`src/rtl/rtc_pkg.sv`:
```
`timescale 1ns/1ps
// rtc_pkg: shared time record and BCD helpers for the double-buffered clock.
// Assumes all field values are packed BCD; no range checks on loaded data.
package rtc_pkg;

    typedef struct packed {
        logic [7:0] year;
        logic [7:0] month;
        logic [7:0] mday;
        logic [7:0] wday;
        logic [7:0] hours;
        logic [7:0] mins;
        logic [7:0] secs;
    } rtc_time_t;

    localparam rtc_time_t RST_TIME = '{year: 8'h00, month: 8'h01, mday: 8'h01,
                                       wday: 8'h01, hours: 8'h00, mins: 8'h00,
                                       secs: 8'h00};

    // One BCD step with wrap: returns {wrapped, next value}.
    function automatic logic [8:0] bcd_step(input logic [7:0] v,
                                            input logic [7:0] last,
                                            input logic [7:0] first);
        if (v == last)
            return {1'b1, first};
        else if (v[3:0] == 4'd9)
            return {1'b0, v[7:4] + 4'd1, 4'd0};
        else
            return {1'b0, v[7:4], v[3:0] + 4'd1};
    endfunction

    // Last date of a month (BCD), leap when the two-digit year divides by four.
    function automatic logic [7:0] month_end(input logic [7:0] month,
                                             input logic [7:0] year);
        logic [7:0] ybin;
        ybin = {4'd0, year[7:4]} * 8'd10 + {4'd0, year[3:0]};
        case (month)
            8'h02:                      return (ybin[1:0] == 2'd0) ? 8'h29 : 8'h28;
            8'h04, 8'h06, 8'h09, 8'h11: return 8'h30;
            default:                    return 8'h31;
        endcase
    endfunction

endpackage

```
`src/rtl/rtc_time_core.sv`:
```
`timescale 1ns/1ps
// rtc_time_core: hidden calendar counters. Advances once per tick through the
// full BCD carry chain; a load replaces every field at once and wins over tick.
// Assumes tick is a single-cycle pulse.
module rtc_time_core
    import rtc_pkg::*;
(
    input  logic      clk,
    input  logic      rst_n,
    input  logic      tick,
    input  logic      load,
    input  rtc_time_t load_val,
    output rtc_time_t now
);

    rtc_time_t nxt;
    logic c_s, c_m, c_h, c_d, c_mo, c_unused_w, c_unused_y;

    // Next-second value: ripple of carries from seconds up to year.
    always_comb begin
        nxt = now;
        {c_s, nxt.secs} = bcd_step(now.secs, 8'h59, 8'h00);
        c_m = 1'b0; c_h = 1'b0; c_d = 1'b0; c_mo = 1'b0;
        c_unused_w = 1'b0; c_unused_y = 1'b0;
        if (c_s)  {c_m, nxt.mins}  = bcd_step(now.mins, 8'h59, 8'h00);
        if (c_m)  {c_h, nxt.hours} = bcd_step(now.hours, 8'h23, 8'h00);
        if (c_h)  {c_unused_w, nxt.wday} = bcd_step(now.wday, 8'h07, 8'h01);
        if (c_h)  {c_d, nxt.mday}  = bcd_step(now.mday, month_end(now.month, now.year), 8'h01);
        if (c_d)  {c_mo, nxt.month} = bcd_step(now.month, 8'h12, 8'h01);
        if (c_mo) {c_unused_y, nxt.year} = bcd_step(now.year, 8'h99, 8'h00);
    end

    // Counter register: reset, bulk load, or one-second advance.
    always_ff @(posedge clk) begin
        if (!rst_n)     now <= RST_TIME;
        else if (load)  now <= load_val;
        else if (tick)  now <= nxt;
    end

endmodule

```
`src/rtl/rtc_bus_regs.sv`:
```
`timescale 1ns/1ps
// rtc_bus_regs: user-visible field bank, control byte and bus decode for the
// top eight byte addresses. Refreshes the bank whole from the hidden count one
// cycle after a tick or control write, unless hold or set is active.
// Assumes single-cycle write strobes and combinational reads.
module rtc_bus_regs
    import rtc_pkg::*;
#(
    parameter int ADDR_W = 17
) (
    input  logic              clk,
    input  logic              rst_n,
    input  logic              tick,
    input  logic              pwr_fail,
    input  logic [ADDR_W-1:0] addr,
    input  logic [7:0]        wdata,
    input  logic              cs,
    input  logic              we,
    input  logic              oe,
    input  rtc_time_t         now,
    output logic [7:0]        rdata,
    output logic              load,
    output rtc_time_t         shown,
    output logic              hold_q,
    output logic              set_q
);

    localparam int FIELDS = 7;
    localparam logic [FIELDS:1][7:0] RST_ARR = RST_TIME;

    logic [FIELDS:1][7:0] vis_q;
    logic [FIELDS:1][7:0] now_arr;
    logic [2:0]           idx;
    logic                 hit, acc, wr_stb, ctl_wr, refresh_q, copy;

    assign idx     = addr[2:0];
    assign hit     = &addr[ADDR_W-1:3];
    assign acc     = cs && !pwr_fail && hit;
    assign wr_stb  = acc && we;
    assign ctl_wr  = wr_stb && (idx == 3'd0);
    assign load    = ctl_wr && set_q && !wdata[7];
    assign copy    = refresh_q && !hold_q && !set_q;
    assign now_arr = now;
    assign shown   = rtc_time_t'(vis_q);

    // Control byte: hold and set bits written from the bus.
    always_ff @(posedge clk) begin
        if (!rst_n)      {set_q, hold_q} <= 2'b00;
        else if (ctl_wr) {set_q, hold_q} <= wdata[7:6];
    end

    // Refresh request raised by a tick or any control write.
    always_ff @(posedge clk) begin
        if (!rst_n) refresh_q <= 1'b0;
        else        refresh_q <= tick || ctl_wr;
    end

    // One register per visible field: bus write while set, else bulk refresh.
    for (genvar i = 1; i <= FIELDS; i++) begin : g_field
        always_ff @(posedge clk) begin
            if (!rst_n)                                      vis_q[i] <= RST_ARR[i];
            else if (wr_stb && set_q && idx == 3'(i))        vis_q[i] <= wdata;
            else if (copy)                                   vis_q[i] <= now_arr[i];
        end
    end

    // Read mux: control byte or a visible field, zero when not selected.
    always_comb begin
        rdata = 8'h00;
        if (acc && oe) begin
            if (idx == 3'd0) rdata = {set_q, hold_q, 6'd0};
            else             rdata = vis_q[idx];
        end
    end

endmodule

```
`src/rtl/rtc_dbuf.sv`:
```
`timescale 1ns/1ps
// rtc_dbuf: top of the double-buffered BCD clock. Joins the hidden counters
// to the visible register bank. Assumes tick_1hz is synchronous to clk.
module rtc_dbuf
    import rtc_pkg::*;
#(
    parameter int ADDR_W = 17
) (
    input  logic              clk,
    input  logic              rst_n,
    input  logic              tick_1hz,
    input  logic              pwr_fail,
    input  logic [ADDR_W-1:0] bus_addr,
    input  logic [7:0]        bus_wdata,
    input  logic              bus_cs,
    input  logic              bus_we,
    input  logic              bus_oe,
    output logic [7:0]        bus_rdata
);

    rtc_time_t now, shown;
    logic      load, hold_q, set_q;

    rtc_time_core u_core (
        .clk      (clk),
        .rst_n    (rst_n),
        .tick     (tick_1hz),
        .load     (load),
        .load_val (shown),
        .now      (now)
    );

    rtc_bus_regs #(.ADDR_W(ADDR_W)) u_regs (
        .clk      (clk),
        .rst_n    (rst_n),
        .tick     (tick_1hz),
        .pwr_fail (pwr_fail),
        .addr     (bus_addr),
        .wdata    (bus_wdata),
        .cs       (bus_cs),
        .we       (bus_we),
        .oe       (bus_oe),
        .now      (now),
        .rdata    (bus_rdata),
        .load     (load),
        .shown    (shown),
        .hold_q   (hold_q),
        .set_q    (set_q)
    );

endmodule

```
`config.mk`:
```
export PLATFORM = sky130hd
export DESIGN_NAME = rtc_dbuf
export DESIGN_NICKNAME = d
export VERILOG_FILES = /design/src/rtl/rtc_pkg.sv /design/src/rtl/rtc_time_core.sv /design/src/rtl/rtc_bus_regs.sv /design/src/rtl/rtc_dbuf.sv
export SDC_FILE = /design/constraint.sdc
export NUM_CORES = 1
export LEC_CHECK = 0
export ABC_AREA = 1
export BUFFER_PORTS_ARGS = -buffer_cell sky130_fd_sc_hd__buf_2
export CAP_MARGIN = 30
export CORE_UTILIZATION = 50
export CTS_CLUSTER_SIZE = 30
export DETAILED_ROUTE_END_ITERATION = 6
export GPL_ROUTABILITY_DRIVEN = 1
export GPL_TIMING_DRIVEN = 0
export HOLD_SLACK_MARGIN = 0.06
export PLACE_DENSITY = 0.79
export SLEW_MARGIN = 20
export SYNTH_ARGS = -nofsm -noshare
export SYNTH_HDL_FRONTEND = slang
export SYNTH_HIERARCHICAL = 1
export SYNTH_SLANG_ARGS = --single-unit
```
`constraint.sdc`:
```
create_clock -name clk -period 3.93 [get_ports clk]
set_input_delay 0.786 -clock clk [delete_from_list [all_inputs] [get_ports clk]]
set_output_delay 0.786 -clock clk [all_outputs]
set_load 0.03 [all_outputs]
```
**Word-level counts from Yosys, hierarchy flattened**

Cells that the tools add are included.

- Order comparisons: 1
- Multipliers: 1
- Add/sub/neg operators: 15
- Reduce and logical (&&, ||, !) cells: 58
- Equality and inequality tests: 26
- Mux-type cells: 47

Operators by type and width:

| kind | count |
|---|---|
| 8-bit 2-to-1 mux | 33 |
| 56-bit 2-to-1 mux | 2 |
| 4-bit by 1-bit adder with 4-bit output, second input constant | 14 |
| 9-bit 2-to-1 mux | 5 |
| 4-bit == test, second input constant | 7 |
| 2-bit nonzero test | 13 |
| 8-bit binary-select mux with 3-bit select | 1 |
| 8-bit by 3-bit == test with 1-bit output, second input constant | 3 |
| 3-bit nonzero test | 7 |
| 3-bit AND reduction | 6 |
| 1-bit logical AND | 17 |
| 8-bit by 5-bit == test with 1-bit output, second input constant | 2 |
| 8-bit by 7-bit == test with 1-bit output, second input constant | 2 |
| 8-bit case mux with 2 select lines | 1 |
| 14-bit AND reduction | 1 |
| 3-bit == test, second input constant | 4 |
| 2-bit AND reduction | 6 |
| 8-bit by 2-bit == test with 1-bit output, second input constant | 1 |
| 8-bit by 4-bit == test with 1-bit output, second input constant | 1 |
| 8-bit by 6-bit == test with 1-bit output, second input constant | 1 |
| 8-bit == test | 1 |
| 8-bit == test, second input constant | 1 |
| 3-bit by 2-bit == test with 1-bit output, second input constant | 2 |
| 1-bit 2-to-1 mux | 5 |
| other kinds (9) | 12 |

- Output and inout port bits: 8
- Register bits: 115
- Input bits: 32

**Depth between registers and ports, before layout**

- Word-level depth: 13
- Mapped depth: 16
- Mapped depth without buffers: 16

**Hierarchy**

Netlist, hierarchy kept.

By module, submodules not included:

| module | cells each | times used | seq. area each (µm²) | area each (µm²) |
|---|---|---|---|---|
| rtc_bus_regs | 583 | 1 | 1181.1 | 3943.8 |
| rtc_time_core | 536 | 1 | 1121.1 | 3728.6 |

**Least setup slack after synthesis**

No wires, ideal clock.

- Kind: input -> register
- Start point: in bus_addr[9]
- End point: reg u_core/now[28] (netlist name)
- Buffers on the path: 1
- Data required time: 3.812 ns
- Stages: 14
- Arrival time: 3.016 ns
- Path slack: 0.796 ns
- Cell sequence: nand2_1 nor2_1 nand2_2 nor3_4 nand2_4 nor3_1 nor2_1 nor2_4 o21ai_4 nor2_8 buf_12 nand2_4 o21ai_1 a21oi_1

- Cells in the longest elaborated chain, start to end: 8
- Elaborated cells between the ends (all ways): 11
- Those cells by class: mux: 1; reduce/logical: 10

RTL lines:

| element | line | RTL |
|---|---|---|
| from (decl) | rtc_dbuf.sv:13 | `input logic [ADDR_W-1:0] bus_addr,` |
| 14-bit AND reduction (*) | rtc_bus_regs.sv:37 | `assign hit = &addr[ADDR_W-1:3];` |
| 1-bit logical AND (*) | rtc_bus_regs.sv:38 | `assign acc = cs && !pwr_fail && hit;` |
| 1-bit logical AND (*) | rtc_bus_regs.sv:39 | `assign wr_stb = acc && we;` |
| 1-bit logical AND (*) | rtc_bus_regs.sv:40 | `assign ctl_wr = wr_stb && (idx == 3'd0);` |
| 1-bit logical AND (*) (2 in series) | rtc_bus_regs.sv:41 | `assign load = ctl_wr && set_q && !wdata[7];` |
| named net load | rtc_dbuf.sv:22 | `logic load, hold_q, set_q;` |
| 3-bit nonzero test (no source line) / 2-bit nonzero test (equally long branches) | -- |  |
| 3-bit AND reduction (no source line) | -- |  |

The timed path passes the listed nets; every way through them passes the cells marked *.
A chain may end at the register's enable or synchronous reset.

**Worst setup path after layout**

- Start point: in pwr_fail
- End point: reg u_core/now[37] (netlist name)

- Cells in the longest elaborated chain, start to end: 9
- Elaborated cells between the ends (all ways): 12
- Those cells by class: mux: 1; reduce/logical: 11

RTL lines:

| element | line | RTL |
|---|---|---|
| from (decl) | rtc_dbuf.sv:12 | `input logic pwr_fail,` |
| 1-bit logical NOT (*) | rtc_bus_regs.sv:38 |  |
| 1-bit logical AND (*) (2 in series) | rtc_bus_regs.sv:38 |  |
| 1-bit logical AND (*) | rtc_bus_regs.sv:39 |  |
| 1-bit logical AND (*) | rtc_bus_regs.sv:40 |  |
| 1-bit logical AND (*) (2 in series) | rtc_bus_regs.sv:41 |  |
| named net load | rtc_dbuf.sv:22 |  |
| 3-bit nonzero test (no source line) / 2-bit nonzero test (equally long branches) | -- |  |
| 3-bit AND reduction (no source line) | -- |  |

Marks and branches as above.

==> impl_metrics.json <==
{
  "rsz0062_at_grt": "false",
  "clockBufferDepth": 2,
  "synth_top_family_by_area": "simple AND/OR/NAND/NOR gates",
  "slowest_delay_ns": 0.49,
  "yosys.area_share.simple_pct": 38.86,
  "reg2reg_from": "u_regs/set_q",
  "cts.htree.levels": 4,
  "io_pins": 40,
  "fin_skew_ns": 0.007602,
  "routed_wl_um": 26620,
  "grt_pass1_wl_um": 41620,
  "clock-root-buffer": "clkbuf_16",
  "holdWs_ns": 0.4998,
  "async_flop_share_pct": 0,
  "total_power_mw": 2.802,
  "worstMarginPinSlew_ns": 0.8881,
  "ir_drop_uv": 319.1,
  "drcViolationCount": 6,
  "ys_seq_elements": 115,
  "synthXorXnorAreaFrac_pct": 3.082,
  "rrSetupSlack_ns": 1.05,
  "final_cell_mix": "nand2_1 (335), dfxtp_1 (115), nand3_1 (102)",
  "hold_path_depth": 2,
  "cts_num_sinks": 115,
  "ant_nets": 0,
  "status": "finished, violations left",
  "drt_iter0_drc": 1216,
  "cts_made_buffers": 17,
  "ys.flop_type": "dfxtp_1",
  "initial_utilization_pct": 52.00,
  "leakage_nw": 3.739,
  "cp_num_buf_inv": 6,
  "vias": 8383,
  "routed_via_density": 6.123,
  "grt_overflow": 0,
  "slew_viol_final": 0,
  "core_sq_mm": 0.01475,
  "post-dp-hpwl_um": 19070,
  "crit_fanout": 19,
  "dr.pass1.iters": 7,
  "path_class": "in2reg",
  "syn_area_per_cell_sq_um": 6.856,
  "clock_latency_ns": 0.43,
  "path_cells": "buf_2 -> inv_1 -> nand2_1 -> nor2_1 -> nand2_4 -> nor3_4 -> nand2_4 -> nor3_1 -> buf_6 -> inv_1 -> clkbuf_1 -> nand3_1 -> nand2_2 -> inv_2 -> o21ai_0 -> nor2_1",
  "worstSetupPathDepth": 16,
  "hp-start": "u_regs/shown[8]",
  "layout_commonest_cell": "nand2_1",
  "ys_types": 51,
  "maxClockFrequency_ghz": 0.2725,
  "worst_r2r_path_depth": 11,
  "final_hold_viol_count": 0,
  "antenna_found_initial": 0,
  "die_area_sq_mm": 0.01584,
  "synth-seq-area-share_pct": 30.01,
  "place_congestion": 1.008,
  "port_buffers": 37,
  "syn-cell-area_sq_mm": 0.007672,
  "final_nets": 1230,
  "insertedDiodeCount": 0,
  "required_ns": 4.29,
  "synth_mux_area_share_pct": 0,
  "die_w_um": 125.9,
  "synth_edf_count": 0,
  "chipHeight_um": 125.9,
  "synth_compound_area_share_pct": 15.12,
  "core.rowCount": 44,
  "critPathLaunchType": "primary input",
  "grt_pass1_vias": 7509,
  "slew_headroom_pct": 40.79,
  "wl_per_cell_um": 19.44,
  "drv_cap": 0,
  "synth.net_count": 1175,
  "min_period_ns": 3.669,
  "critPathTopFamily": "simple AND/OR/NAND/NOR gates",
  "setup_viol": 0,
  "area.growth.synth_to_final_pct": 12.41,
  "cts_tree": "built",
  "grtUsageTotal_pct": 34.34,
  "grt_max_degree": 17,
  "postCtsHoldBufs": 0,
  "worst_setup_path_end_kind": "flop",
  "synthAdderAreaFrac_pct": 3.914,
  "synth_cells": 1119,
  "cpMaxStageDelayCell": "nor3_4",
  "power_density_mw_per_mm2": 324.9,
  "yosys_warnings": 6,
  "violations": "design-rule violations",
  "timing.rr.end": "u_core/now[37]",
  "clk_pin_slew_ns": 0.05,
  "min_to": "u_regs/shown[8]",
  "drive_above_1_share_pct": 13.42,
  "worstPathArrival_ns": 4.03,
  "hold_path.class": "reg2reg",
  "period_share_pct": 93.37
}
cells in the mapped netlist, types with 2 or more instances:
cell / count / area [sq um]
o211ai_1: 3 / 22.52
nand4_4: 8 / 170.2
nor3_1: 4 / 20.02
o21ai_0: 55 / 275.3
o21ai_1: 9 / 45.04
nand3b_1: 2 / 15.01
a41oi_1: 6 / 52.55
nor2_1: 80 / 300.3
nand3_2: 2 / 20.02
clkinv_1: 2 / 7.510
nor2_8: 3 / 60.06
dfxtp_1: 115 / 2302
o21a_1: 2 / 15.01
buf_6: 17 / 191.4
a211oi_1: 14 / 105.1
nand2_1: 335 / 1257
clkbuf_1: 13 / 48.80
inv_1: 67 / 251.5
a31oi_1: 5 / 31.28
o22ai_1: 3 / 18.77
nor2_2: 5 / 31.28
xnor2_1: 9 / 78.83
nor3b_1: 2 / 15.01
inv_2: 6 / 22.52
a21oi_1: 87 / 435.4
nand3_4: 2 / 35.03
buf_2: 16 / 80.08
buf_1: 3 / 11.26
nand2_4: 5 / 56.30
nand3_1: 102 / 510.5
nor2_4: 6 / 67.56
buf_4: 3 / 22.52
a21oi_2: 8 / 70.07
nand2_2: 4 / 25.02
ha_1: 24 / 300.3
nand4_1: 60 / 375.4
xor2_1: 18 / 157.7
power by group:
group	leakage (nW)	switching [mW]	internal (mW)
logic	2.54	0.131	0.0412
clock network	0.269	0.549	0.904
registers	0.927	0.00594	1.17
total	3.74	0.685	2.12
cell type report:
class | count | area (sq um)
fill | 1390 | 6130
multi-input combinational | 872 | 4678
sequential | 115 | 2302
clock buffer | 24 | 481.7
buffer | 55 | 404.1
inverter | 76 | 287.8
tap | 184 | 230.2
timing repair buffer | 37 | 185.2
clock inverter | 6 | 55.05
kinds of logic after synthesis:
kind of cell	after synthesis
AO/OA/AOI/OAI	199
XOR/XNOR	27
adder cells (fa/ha/maj)	24
buffers and inverters	132
flip-flops	115
AND/OR/NAND/NOR	622
per-stage QoR:
step / area (sq um) / utilization, % / setup WS (ns) / TNS (ns) / std cells
2_1_floorplan: 7672 / - / 0.7957 / 0 / 1119
3_3_place_gp: 8088 / 54.82 / -0.3322 / -6.589 / 1340
3_5_place_dp: 8088 / 54.82 / -0.3813 / -8.796 / 1340
4_1_cts: 8625 / 58.45 / 0.05100 / 0 / 1370
5_1_grt: 8625 / 58.45 / 0.1273 / 0 / 1369
6_report: 8625 / 58.45 / 0.2605 / 0 / 1369
per-layer routing:
layer  track usage, %  routed length, um
met1            45.88              11070
met2            52.61              11650
met3            8.369               2961
met4            14.95                936
met5                0                  0
worst max-delay path by stage:
stage,startpoint,to,slack [ns]
after CTS,pwr_fail,u_core/now[39],0.05
after floorplan,bus_addr[9],u_core/now[28],0.80
after global placement,pwr_fail,u_core/now[39],-0.33
after global routing,pwr_fail,u_core/now[38],0.13
after detailed placement,pwr_fail,u_core/now[39],-0.38
final,pwr_fail,u_core/now[37],0.26
registers in the layout (all words and copies together) (netlist names):
| register | cells |
|---|---|
| u_regs/hold_q | 1 |
| u_regs/shown | 56 |
| u_regs/set_q | 1 |
| u_core/now | 56 |
| u_regs/refresh_q | 1 |
worst register-to-register path, stage by stage (launching register included):
cell      delay [ns]
dfxtp_1         0.32
buf_6           0.19
inv_1           0.10
nor3_1          0.52
buf_6           0.35
inv_1           0.31
clkbuf_1        0.36
nand3_1         0.25
nand2_2         0.11
inv_2           0.09
o21ai_0         0.07
nor2_1          0.13
what timing repair did:
item                                    in CTS  in global routing
gates resized for setup                      0                  4
buffers inserted                             0                  0
endpoints found under the setup margin       0                 28
(Power assumes the default switching activity.)
